`src/rtl/osm_pkg.sv`:
```
// Package: shared types for the one-shot.
// Assumes: the three control inputs are always carried together in this order.
package osm_pkg;

    // Synchronised control levels, carried as one packed group.
    typedef struct packed {
        logic clr_n;
        logic rise;
        logic fall;
    } osm_lvl_t;

    localparam int unsigned OSM_NUM_IN = 3;

    // Which path produced a trigger (used for one-hot source vector).
    typedef enum logic [1:0] {
        SRC_FALL = 2'd0,
        SRC_RISE = 2'd1,
        SRC_CLR  = 2'd2
    } osm_src_e;

endpackage

```
`src/rtl/osm_sync.sv`:
```
// Module: multi-bit, multi-stage level synchroniser.
// Assumes: each bit is an independent slow level; no bus coherency is needed.
module osm_sync #(
    parameter int unsigned WIDTH   = 3,
    parameter int unsigned STAGES  = 2,
    parameter logic [WIDTH-1:0] RST_VAL = '0
) (
    input  logic             clk,
    input  logic             rst_n,
    input  logic [WIDTH-1:0] async_in,
    output logic [WIDTH-1:0] sync_out
);

    logic [STAGES-1:0][WIDTH-1:0] stage;

    genvar gi;
    generate
        for (gi = 0; gi < STAGES; gi++) begin : g_stage
            if (gi == 0) begin : g_first
                // Purpose: first capture flop of the asynchronous inputs.
                always_ff @(posedge clk) begin
                    if (!rst_n) stage[gi] <= RST_VAL;
                    else        stage[gi] <= async_in;
                end
            end else begin : g_next
                // Purpose: further metastability settling stage.
                always_ff @(posedge clk) begin
                    if (!rst_n) stage[gi] <= RST_VAL;
                    else        stage[gi] <= stage[gi-1];
                end
            end
        end
    endgenerate

    assign sync_out = stage[STAGES-1];

endmodule

```
`src/rtl/osm_trigger.sv`:
```
// Module: edge detection and cross-gating of the three trigger paths.
// Assumes: inputs are already synchronised; one registered copy gives edges.
module osm_trigger
    import osm_pkg::*;
(
    input  logic     clk,
    input  logic     rst_n,
    input  osm_lvl_t lvl,
    output logic     trig,
    output logic     clr_active,
    output logic [OSM_NUM_IN-1:0] src
);

    osm_lvl_t lvl_d;
    logic     fall_edge;
    logic     rise_edge;
    logic     clr_edge;

    // Purpose: keep previous-cycle levels for edge comparison.
    always_ff @(posedge clk) begin
        if (!rst_n) lvl_d <= '0;
        else        lvl_d <= lvl;
    end

    // Purpose: raw edges on each synchronised input.
    always_comb begin
        fall_edge = lvl_d.fall & ~lvl.fall;
        rise_edge = ~lvl_d.rise & lvl.rise;
        clr_edge  = ~lvl_d.clr_n & lvl.clr_n;
    end

    // Purpose: qualify each edge by the levels of the other two inputs.
    always_comb begin
        src           = '0;
        src[SRC_FALL] = fall_edge & lvl.rise  & lvl.clr_n;
        src[SRC_RISE] = rise_edge & ~lvl.fall & lvl.clr_n;
        src[SRC_CLR]  = clr_edge  & ~lvl.fall & lvl.rise;
    end

    // Purpose: merge the paths; clear level overrides any trigger.
    always_comb begin
        clr_active = ~lvl.clr_n;
        trig       = (|src) & ~clr_active;
    end

endmodule

```
`src/rtl/osm_counter.sv`:
```
// Module: width down-counter with registered true and complement outputs.
// Assumes: trig and clr_active are single-cycle qualified controls.
module osm_counter #(
    parameter int unsigned CNT_W = 8
) (
    input  logic             clk,
    input  logic             rst_n,
    input  logic             trig,
    input  logic             clr_active,
    input  logic [CNT_W-1:0] load_val,
    output logic [CNT_W-1:0] count,
    output logic             q,
    output logic             q_n
);

    logic [CNT_W-1:0] count_nxt;
    logic             busy_nxt;

    // Purpose: next count: clear, reload on trigger, else run down to zero.
    always_comb begin
        if (clr_active)          count_nxt = '0;
        else if (trig)           count_nxt = load_val;
        else if (count != '0)    count_nxt = count - 1'b1;
        else                     count_nxt = count;
        busy_nxt = (count_nxt != '0);
    end

    // Purpose: counter register.
    always_ff @(posedge clk) begin
        if (!rst_n) count <= '0;
        else        count <= count_nxt;
    end

    // Purpose: registered output pair, each from its own flop.
    always_ff @(posedge clk) begin
        if (!rst_n) begin
            q   <= 1'b0;
            q_n <= 1'b1;
        end else begin
            q   <= busy_nxt;
            q_n <= ~busy_nxt;
        end
    end

endmodule

```
`src/rtl/osm_oneshot.sv`:
```
// Module: retriggerable one-shot top level.
// Assumes: control inputs are asynchronous; pulse_len is quasi-static.
module osm_oneshot
    import osm_pkg::*;
#(
    parameter int unsigned CNT_W       = 8,
    parameter int unsigned SYNC_STAGES = 2
) (
    input  logic             clk,
    input  logic             rst_n,
    input  logic             trig_fall,
    input  logic             trig_rise,
    input  logic             clr_n,
    input  logic [CNT_W-1:0] pulse_len,
    output logic             pulse_q,
    output logic             pulse_qn
);

    localparam int unsigned IN_W = $bits(osm_lvl_t);

    osm_lvl_t               raw_lvl;
    osm_lvl_t               sync_lvl;
    logic [IN_W-1:0]        sync_bits;
    logic                   trig;
    logic                   clr_active;
    logic [OSM_NUM_IN-1:0]  trig_src;
    logic [CNT_W-1:0]       count;

    // Purpose: group the raw inputs.
    always_comb begin
        raw_lvl.fall  = trig_fall;
        raw_lvl.rise  = trig_rise;
        raw_lvl.clr_n = clr_n;
    end

    osm_sync #(
        .WIDTH   (IN_W),
        .STAGES  (SYNC_STAGES),
        .RST_VAL ('0)
    ) u_sync (
        .clk      (clk),
        .rst_n    (rst_n),
        .async_in (raw_lvl),
        .sync_out (sync_bits)
    );

    assign sync_lvl = osm_lvl_t'(sync_bits);

    osm_trigger u_trig (
        .clk        (clk),
        .rst_n      (rst_n),
        .lvl        (sync_lvl),
        .trig       (trig),
        .clr_active (clr_active),
        .src        (trig_src)
    );

    osm_counter #(
        .CNT_W (CNT_W)
    ) u_cnt (
        .clk        (clk),
        .rst_n      (rst_n),
        .trig       (trig),
        .clr_active (clr_active),
        .load_val   (pulse_len),
        .count      (count),
        .q          (pulse_q),
        .q_n        (pulse_qn)
    );

endmodule

```
`config.mk`:
```
export PLATFORM = sky130hd
export DESIGN_NAME = osm_oneshot
export DESIGN_NICKNAME = d
export VERILOG_FILES = /design/src/rtl/osm_pkg.sv /design/src/rtl/osm_sync.sv /design/src/rtl/osm_trigger.sv /design/src/rtl/osm_counter.sv /design/src/rtl/osm_oneshot.sv
export SDC_FILE = /design/constraint.sdc
export NUM_CORES = 1
export LEC_CHECK = 0
export BUFFER_PORTS_ARGS = -buffer_cell sky130_fd_sc_hd__buf_2
export CAP_MARGIN = 20
export CORE_MARGIN = 2
export CORE_UTILIZATION = 40
export CTS_CLUSTER_DIAMETER = 50
export CTS_CLUSTER_SIZE = 16
export DETAILED_ROUTE_END_ITERATION = 16
export SYNTH_ARGS = -nofsm -noshare
export SYNTH_HDL_FRONTEND = slang
export SYNTH_SLANG_ARGS = --single-unit
```
`constraint.sdc`:
```
create_clock -name clk -period 6.1 [get_ports clk]
set_input_delay 0.61 -clock clk [delete_from_list [all_inputs] [get_ports clk]]
set_output_delay 0.61 -clock clk [all_outputs]
set_load 0.03 [all_outputs]
```
==> results.md, run 1 <==
- Gates resized during post-CTS repair numbered 0.
- The number of endpoints with negative hold slack in the final report is 0.
- The path category of the worst min-delay check is flop to flop.
- The synthesized design spends more area on one cell type than any other, namely dfxtp_1.
- After detailed routing, the met2 layer carries 858 µm of wire.
- The count of buffers added by post-CTS timing repair for setup is 0.
- The number of pins with negative max-slew slack in the final report was 0.
- Summed over all cells, the static leakage comes to 0.440 nW.
- Entering global routing, the biggest net connects 14 pins.
- The number of enable flip-flop cells after synthesis is 0.
- The placed wire-length estimate is 1340 µm.
- The TritonCTS clock tree is built.
- The number of iterations in the first detailed-routing pass is 4.
- The worst setup path is captured at a flop.
- The final routed wire length divided by cell count is 12.6 µm.
- The final critical-path required period is 2.17 ns.
- In this run the vertical extent of the chip is 52.0 µm.
- The number of maximum-capacitance constraint violations is 0.
- The slowest stage cell on the critical path is or4_1.
- The global router's overall resource usage is 15.3%.
- For this run the aggregate overflow at the end of global routing stands at 0.
- The kind of launch point of the worst setup path is a flop.
- Once the floorplan was initialized, standard cells occupied 42.1% of the core.
- The residual antenna-violating net count after detailed routing is 0.
- The final non-filler cell area is 0.00103 mm².
- Routability-driven placement finished with a final weighted congestion of 0.819.
- The part of the Yosys area used for sequential elements is 41.2%.
- The H-tree depth is 1.
- The insertion delay of the later-clocked pin in the worst-skew pair is 0.30 ns.
- Synthesis inferred 19 register bits.
- After the first detailed-routing iteration, the DRC count stood at 9.
- At the end of the flow, the number of nets in the layout was 126.
- Clock tree synthesis found a total of 19 sinks.
- Wire segments on met3 add up to 44 µm in the final route.
- In this design, the largest share of critical-path delay is due to simple AND/OR/NAND/NOR gates.
- The placeable core region is 0.00219 mm².
- The detailed router placed 736 vias in this run.
- In this run the power density over the cells is 197 mW/mm².
- The die covers 0.00271 mm².
- Setup repair after global routing left no endpoint under its margin.
- The number of hold-repair buffers added at the cts stage is 0.
- In this run the clock root is driven by a clkbuf_4.
- The count of fill cells added during filler insertion is 221.
- After detailed routing, the number of vias per cell comes to 5.33.
- After layout, the worst path uses 35.6% of the clock period.
- In this run the biggest area consumer among cell types represents 41.2% of the synthesized area.
- Yosys attributes the largest share of cell area to dfxtp_1 (41%), and2_1 (5.4%), xnor2_1 (3.8%), a2111oi_4 (3.0%), a21oi_1 (2.7%).
- The area growth from synthesis to final layout is 11.4%.
- The setup slack at placement is 3.97 ns.
- The count of input and output buffers is 14.
- The initial antenna violation count was 0.
- The worst path arrival time is 2.37 ns.
- Clock skew on the completed layout was measured at 0.00570 ns.
- The register clock-pin slew on the reported worst setup and hold paths is 0.10 ns.
- The fraction of final layout cells with drive strength greater than 1 is 27.3%.
- The synthesized area divided by synthesized cell count is 9.72 µm².
- The via count of the first global-routing pass was 723.
- After detailed placement, the total cell area comes to 0.00100 mm².
- Synthesis produced 95 cells.
- 0 antenna diodes ended up in the layout.
- The peak clock frequency supported by timing is 460 MHz.
- The end-of-flow core utilization is 46.9%.
- The worst-margin pin slew is 0.376 ns.
- Setup slack closes at 3.93 ns.
- The number of buffers added by the clock tree synthesis step is 3.
- The required time of the critical path is 6.30 ns.
- The number of buffers and inverters on the critical path is 0.
- During synthesis, Yosys emitted a total of 0 warnings.
- The first global-routing pass estimated 3020 µm of wire.
- Routed signal wires occupy layers up through met4.
- The number of placed instances, taps included is 134.
- The critical path is of the flop to flop type.
- The buffer depth of the longest clock path is 2.
- The flow ran to the end, and the final reports show no timing, DRC or antenna violations.
- In this run the count of I/O pins placed on the die edge is 15.
- The finished layout holds 138 standard cells, fillers aside.
- The total setup violations reported at the end of the flow is 0.
- The floorplan step set the die width to 52.0 µm.
- Headroom to the max-slew limit came out at 74.7%.
- Counting flops with an async set or reset pin after synthesis yields a share of 0%.
- Walking the worst path, the cells encountered are or4_1, or3_1, a211oi_1, o21ai_0, a41o_1.
- Along the worst path, the maximum fanout reaches 7.
- The highest cell delay on the worst timing path is 0.68 ns.
- For this run, design rule violations remaining after detail routing come to 0.
- The highest ir drop seen on vdd is 0.000146 V.
- Summing every instance area after synthesis gives 923 µm².
- The detailed router put a total of 790 µm of wire on met1.
- In the synthesized netlist the dominant register cell turns out to be dfxtp_1.
- For this block, the routed nets add up to 1740 µm of wire.
- The floorplan has 17 rows.
- The netlist uses 38 different library cells.
- The post-synth net total is 110.
- The final total negative setup slack is 0 ns.
## stage by stage
step           hold slack [ns]  total power [W]
2_1_floorplan            0.412         0.000137
3_3_place_gp             0.419         0.000143
3_5_place_dp             0.425         0.000143
4_1_cts                  0.450         0.000204
5_1_grt                  0.464         0.000213
6_report                 0.445         0.000203
## layer usage
layer	vias up	GRT usage, %
met5	-	0
met4	0	7.89
met3	5	1.72
met2	10	26.4
met1	353	18.5
li1	368	-
## cell type report
type,count,area [µm²],area share [%]
multi-input cells,67,494,48.1
flip-flops and latches,19,380,37.0
repair buffers,14,70.1,6.81
well taps,28,35.0,3.41
clock buffers,4,26.3,2.55
inverters,6,22.5,2.19
## kinds of logic (layout without fill, tap and decap cells)
logic type               Yosys count  in the layout  share of synthesized area (%)
XOR/XNOR                           4              4                           3.79
AO/OA/AOI/OAI                     21             21                           19.0
AND/OR/NAND/NOR                   39             39                           27.0
multiplexers                       1              1                           1.08
adder cells (fa/ha/maj)            2              2                           2.71
buffers and inverters              9             24                           5.28
flip-flops                        19             19                           41.2
## final timing paths
| kind | cells after the start | end | slack (ns) | start |
|---|---|---|---|---|
| worst max-delay path | 5 | u_cnt.q_n | 3.93 | u_cnt.count[4] |
| worst min-delay path | 1 | u_sync.sync_out[2] | 0.44 | u_sync.stage[2] |
| worst max register to register | 5 | u_cnt.q_n | 3.93 | u_cnt.count[4] |
| worst min register to register | 1 | u_sync.sync_out[2] | 0.44 | u_sync.stage[2] |
## cell usage in the layout (no fill, tap or decap), drive strengths merged, types with 3 or more instances in the layout
| cell | n |
|---|---|
| xnor2 | 4 |
| dfxtp | 19 |
| or3 | 3 |
| buf | 14 |
| a21oi | 5 |
| and2 | 9 |
| inv | 6 |
| nor2 | 6 |
| o21ai | 4 |
| nand2 | 6 |
| clkbuf | 4 |
| a211oi | 3 |
| and3 | 3 |
## cells in the mapped netlist, types with 2 or more instances
cell,instances
nand2_1,6
a21oi_1,5
o31ai_1,2
inv_1,6
nor4_1,2
and3_2,2
buf_6,2
dfxtp_1,19
o21ai_0,4
or3_1,2
nor2_1,5
ha_1,2
and2_1,8
a211oi_1,3
xnor2_1,4
## flip-flops by register name (all words and copies together) (netlist names)
register         flops
u_cnt.count          8
u_sync.stage         3
u_sync.sync_out      3
u_trig.lvl_d         3
u_cnt.q              1
u_cnt.q_n            1
## report_power, final
part | internal [W] | switching (W) | total, W
Clock | 0.0000255 | 0.0000373 | 0.0000628
Combinational | 0.00000613 | 0.00000614 | 0.0000123
Sequential | 0.000127 | 0.00000123 | 0.000128
Power figures use the tool's default switching activity.
==> run 2, diff against run 1 <==
Settings changed: ABC_AREA set to 1.
Clock period 6.1 ns to 2.2 ns, I/O delays scaled along.
==> results.md, run 2 <==
- Status: complete, no violations (unchanged).
- The number of nets in the layout is 175 (was 126).
- The post-synth net total is 158 (was 110).
- The register containing the most flip-flops in the final layout is u_cnt.count (unchanged).
- The count of fill cells added during filler insertion is 248 (was 221).
- The worst-margin pin slew is 0.252 ns (was 0.376 ns).
- The final critical-path required period is 1.56 ns (was 2.17 ns).
- The count of vias placed by the detailed router came to 813 (was 736).
- The final total negative setup slack came to 0 ns (unchanged).
- The H-tree depth is 1 (unchanged).
- The count of placed standard cells in the final layout, fillers left out is 187 (was 138).
- The number of buffers added by the clock tree synthesis step is 3 (unchanged).
- The relative max-transition margin is 83.2% (was 74.7%).
- The placeable core region was 0.00223 mm² (was 0.00219 mm²).
- The number of pins with negative max-slew slack in the final report is 0 (unchanged).
- The switching power total was 0.000134 W (was 0.0000447 W).
- The worst setup skew after layout came to 0.00720 ns (was 0.00570 ns).
- The type of destination of the critical path is a flop (unchanged).
- The antenna diode instance count is 0 (unchanged).
- The number of placed instances, taps included came to 183 (was 134).
- The number of endpoints with negative hold slack in the final report is 0 (unchanged).
- The part of the Yosys area used for sequential elements is 39.7% (was 41.2%).
- The number of hold-repair buffers added at the cts stage is 0 (unchanged).
- The category of the critical setup timing path was flop to flop (unchanged).
- The number of enable flip-flop cells after synthesis came to 0 (unchanged).
- The count of warnings emitted by yosys is 0 (unchanged).
- The static leakage power is 0.609 nW (was 0.440 nW).
- Top cells by count, synth: nand2_1 (38), nor2_1 (32), dfxtp_1 (19), inv_1 (19), nand3_1 (10) (was dfxtp_1 (19), and2_1 (8), inv_1 (6), nand2_1 (6)).
- The residual antenna-violating net count after detailed routing is 0 (unchanged).
- The largest family of logic cells by synthesized area is simple AND/OR/NAND/NOR gates (unchanged).
- The number of distinct standard cells referenced by the synthesized netlist is 21 (was 38).
- The final wirelength is 1680 µm (was 1740 µm).
- The adder-cell area share of the yosys netlist came to 2.61% (was 2.71%).
- The die area came to 0.00280 mm² (was 0.00271 mm²).
- The depth of the most critical reg-to-reg path was 11 (was 5).
- The final period utilization is 71.1% (was 35.6%).
- The via count of the first global-routing pass is 738 (was 723).
- The synthesized flop and latch total is 19 (unchanged).
- The number of gates given a new drive strength after cts is 0 (unchanged).
- The fraction of final layout cells with drive strength greater than 1 came to 18.2% (was 27.3%).
- The setup slack at placement came to 0.658 ns (was 3.97 ns).
- Highest-count cells in the layout ignoring fill and taps: nand2_1 (38), nor2_1 (32), inv_1 (19), dfxtp_1 (19), buf_2 (14) (was dfxtp_1 (19), buf_2 (14), and2_1 (8)).
- The per-cell via count in the routed design is 4.35 (was 5.33).
- The area growth from synthesis to final layout is 12.5% (was 11.4%).
- The buffer depth of the longest clock path came to 2 (unchanged).
- The total power density per cell area came to 530 mW/mm² (was 197 mW/mm²).
- The required time of the critical path came to 2.39 ns (was 6.30 ns).
- The global placement routability congestion came to 0.861 (was 0.819).
- The cell at the root of the clock tree is clkbuf_4 (unchanged).
- The area share of xor/xnor cells in the synthesized design is 0.914% (was 3.79%).
- The effective utilization at floorplan is 42.9% (was 42.1%).
- The number of design-rule violations left by the first detailed-router iteration came to 12 (was 9).
- The count of input and output buffers was 14 (unchanged).
- The placed wire-length estimate was 1330 µm (was 1340 µm).
- The synthesized area divided by synthesized cell count is 6.70 µm² (was 9.72 µm²).
- The critical-path maximum fanout is 7 (unchanged).
- The synthesized instance count is 143 (was 95).
- The peak clock frequency supported by timing was 640 MHz (was 460 MHz).
- The die boundary height is 53.0 µm (was 52.0 µm).
- The synthesized-area fraction occupied by ao, oa, aoi and oai cells is 3.66% (was 19.0%).
- The number of flip-flops in the largest register is 8 (unchanged).
- The post-synth design cell area is 958 µm² (was 923 µm²).
- The total setup violations reported at the end of the flow is 0 (unchanged).
- The end-of-flow core utilization is 48.3% (was 46.9%).
- The switching power as a share of total power was 23.5% (was 22.0%).
- The total overflow reported by the global router is 0 (unchanged).
- The number of iterations in the first detailed-routing pass was 4 (unchanged).
- The sequential share of power came to 62.0% (was 63.0%).
- The fraction of post-synthesis cell area in the top cell type by area is 39.7% (was 41.2%).
- The most frequent cell after synthesis is nand2_1 (was dfxtp_1).
- The initial antenna violation count was 0 (unchanged).
- The clock group share of total power is 31.1% (was 31.0%).
- The register clock-pin slew on the reported worst setup and hold paths is 0.11 ns (was 0.10 ns).
- The worst path arrival time came to 1.75 ns (was 2.37 ns).
- The pin count of the biggest net entering global routing is 17 (was 14).
- The slack of the critical path is 0.637 ns (was 3.93 ns).
- The number of maximum-capacitance constraint violations came to 0 (unchanged).
- The clock sink count came to 19 (unchanged).
- The primary flip-flop cell chosen by synthesis mapping is dfxtp_1 (unchanged).
- The TritonCTS clock tree is built (unchanged).
- The multiplexer area fraction after synthesis is 0% (was 1.08%).
- The cell-internal power was 0.000437 W (was 0.000158 W).
- The count of buffers added by post-CTS timing repair for setup is 0 (unchanged).
- The post-synthesis async set-or-reset flop share is 0% (unchanged).
- The highest ir drop seen on vdd is 0.000427 V (was 0.000146 V).
- The kind of launch point of the worst setup path is a flop (unchanged).
- The global router's overall resource usage is 14.3% (was 15.3%).
- Unrepaired setup endpoints after global routing: no (unchanged).
- The share of power burned in combinational logic was 6.9% (was 6.0%).
- The insertion delay of the later-clocked pin in the worst-skew pair is 0.29 ns (was 0.30 ns).
- The most common library cell in the layout ignoring fill and taps is nand2_1 (was dfxtp_1).
- The post-synthesis share of cell area spent on and, or, nand and nor gates is 42.7% (was 27.0%).
- The remaining routing DRC violations is 0 (unchanged).
- The standard-cell row count came to 17 (unchanged).
- Synth area leaders: dfxtp_1 (40%), nand2_1 (15%), nor2_1 (13%), inv_1 (7.4%), nand3_1 (5.2%) (was dfxtp_1 (41%), and2_1 (5.4%), xnor2_1 (3.8%), a2111oi_4 (3.0%), a21oi_1 (2.7%)).
- The path category of the worst min-delay check is input pin to flop (was flop to flop).
- The horizontal extent of the die was 53.0 µm (was 52.0 µm).
- The first-pass GRT wire length is 2950 µm (was 3020 µm).
- The I/O pin total is 15 (unchanged).
- The biggest area consumer among synthesized cells is dfxtp_1 (unchanged).
- The number of cells traversed by the worst hold path is 3 (was 1).
- The final routed wire length divided by cell count came to 8.97 µm (was 12.6 µm).
-- run 2: cell count changes after synthesis, sizes merged, moves of 3 or more --
cell,before,now
and2,9,0
or3,3,0
nor2,6,37
a21oi,5,1
and3,3,0
inv,6,21
a211oi,3,0
xnor2,4,1
nand3,1,10
nand2,6,42
-- run 2: path summary, 6_finish.rpt --
check	start	to	slack (ns)
max	u_cnt.count[0]	u_cnt.q	0.64
min	clr_n	u_sync.stage[2]	0.10
max reg2reg	u_cnt.count[0]	u_cnt.q	0.64
min reg2reg	u_sync.stage[0]	u_sync.sync_out[0]	0.42
-- run 2: worst max-delay path, cell delays in order (launching register included) --
cell     delay (ns)
dfxtp_1        0.33
inv_1          0.14
ha_1           0.22
nand2_4        0.08
nor2_8         0.17
inv_4          0.05
nand2_1        0.05
nand3_1        0.06
nand2_1        0.08
nand2_1        0.08
nor2_2         0.11
a21oi_1        0.08
-- run 2: final cells by class --
| cell class | count | area (µm²) | area share [%] |
|---|---|---|---|
| clock buffers | 3 | 22.5 | 2.09 |
| well taps | 28 | 35.0 | 3.25 |
| inverters | 22 | 85.1 | 7.89 |
| clock inverters | 1 | 7.51 | 0.696 |
| repair buffers | 14 | 70.1 | 6.50 |
| flip-flops and latches | 19 | 380 | 35.3 |
| multi-input cells | 100 | 478 | 44.3 |
-- run 2: layer usage --
metal  GRT usage [%]  vias to the layer above  part of all wire [%]
li1                -                      460                     -
met1            19.0                      340                    52
met2            23.1                       11                    44
met3            1.69                        2                   2.3
met4            6.41                        0                   1.1
met5               0                        -                     0
-- run 2: per-stage QoR --
step           hold WS, ns  total power (W)  instance area, µm²
3_5_place_dp         0.395         0.000402                1050
4_1_cts             0.0906         0.000580                1080
5_1_grt             0.0948         0.000595                1080
2_1_floorplan        0.318         0.000386                 958
3_3_place_gp         0.394         0.000401                1050
6_report             0.100         0.000571                1080
-- run 2: power by group through the flow --
stage	Clock [W]	Sequential (W)	Combinational, W
after floorplan	0	0.000363	0.0000231
after global placement	0	0.000362	0.0000394
after detailed placement	0	0.000362	0.0000399
after CTS	0.000185	0.000355	0.0000401
after global routing	0.000195	0.000356	0.0000452
final	0.000178	0.000354	0.0000394
-- run 2: cells by family after synthesis --
kind of cell | after synthesis
AO/OA/AOI/OAI | 7
XOR/XNOR | 1
adder cells (fa/ha/maj) | 2
buffers and inverters | 24
flip-flops | 19
AND/OR/NAND/NOR | 90
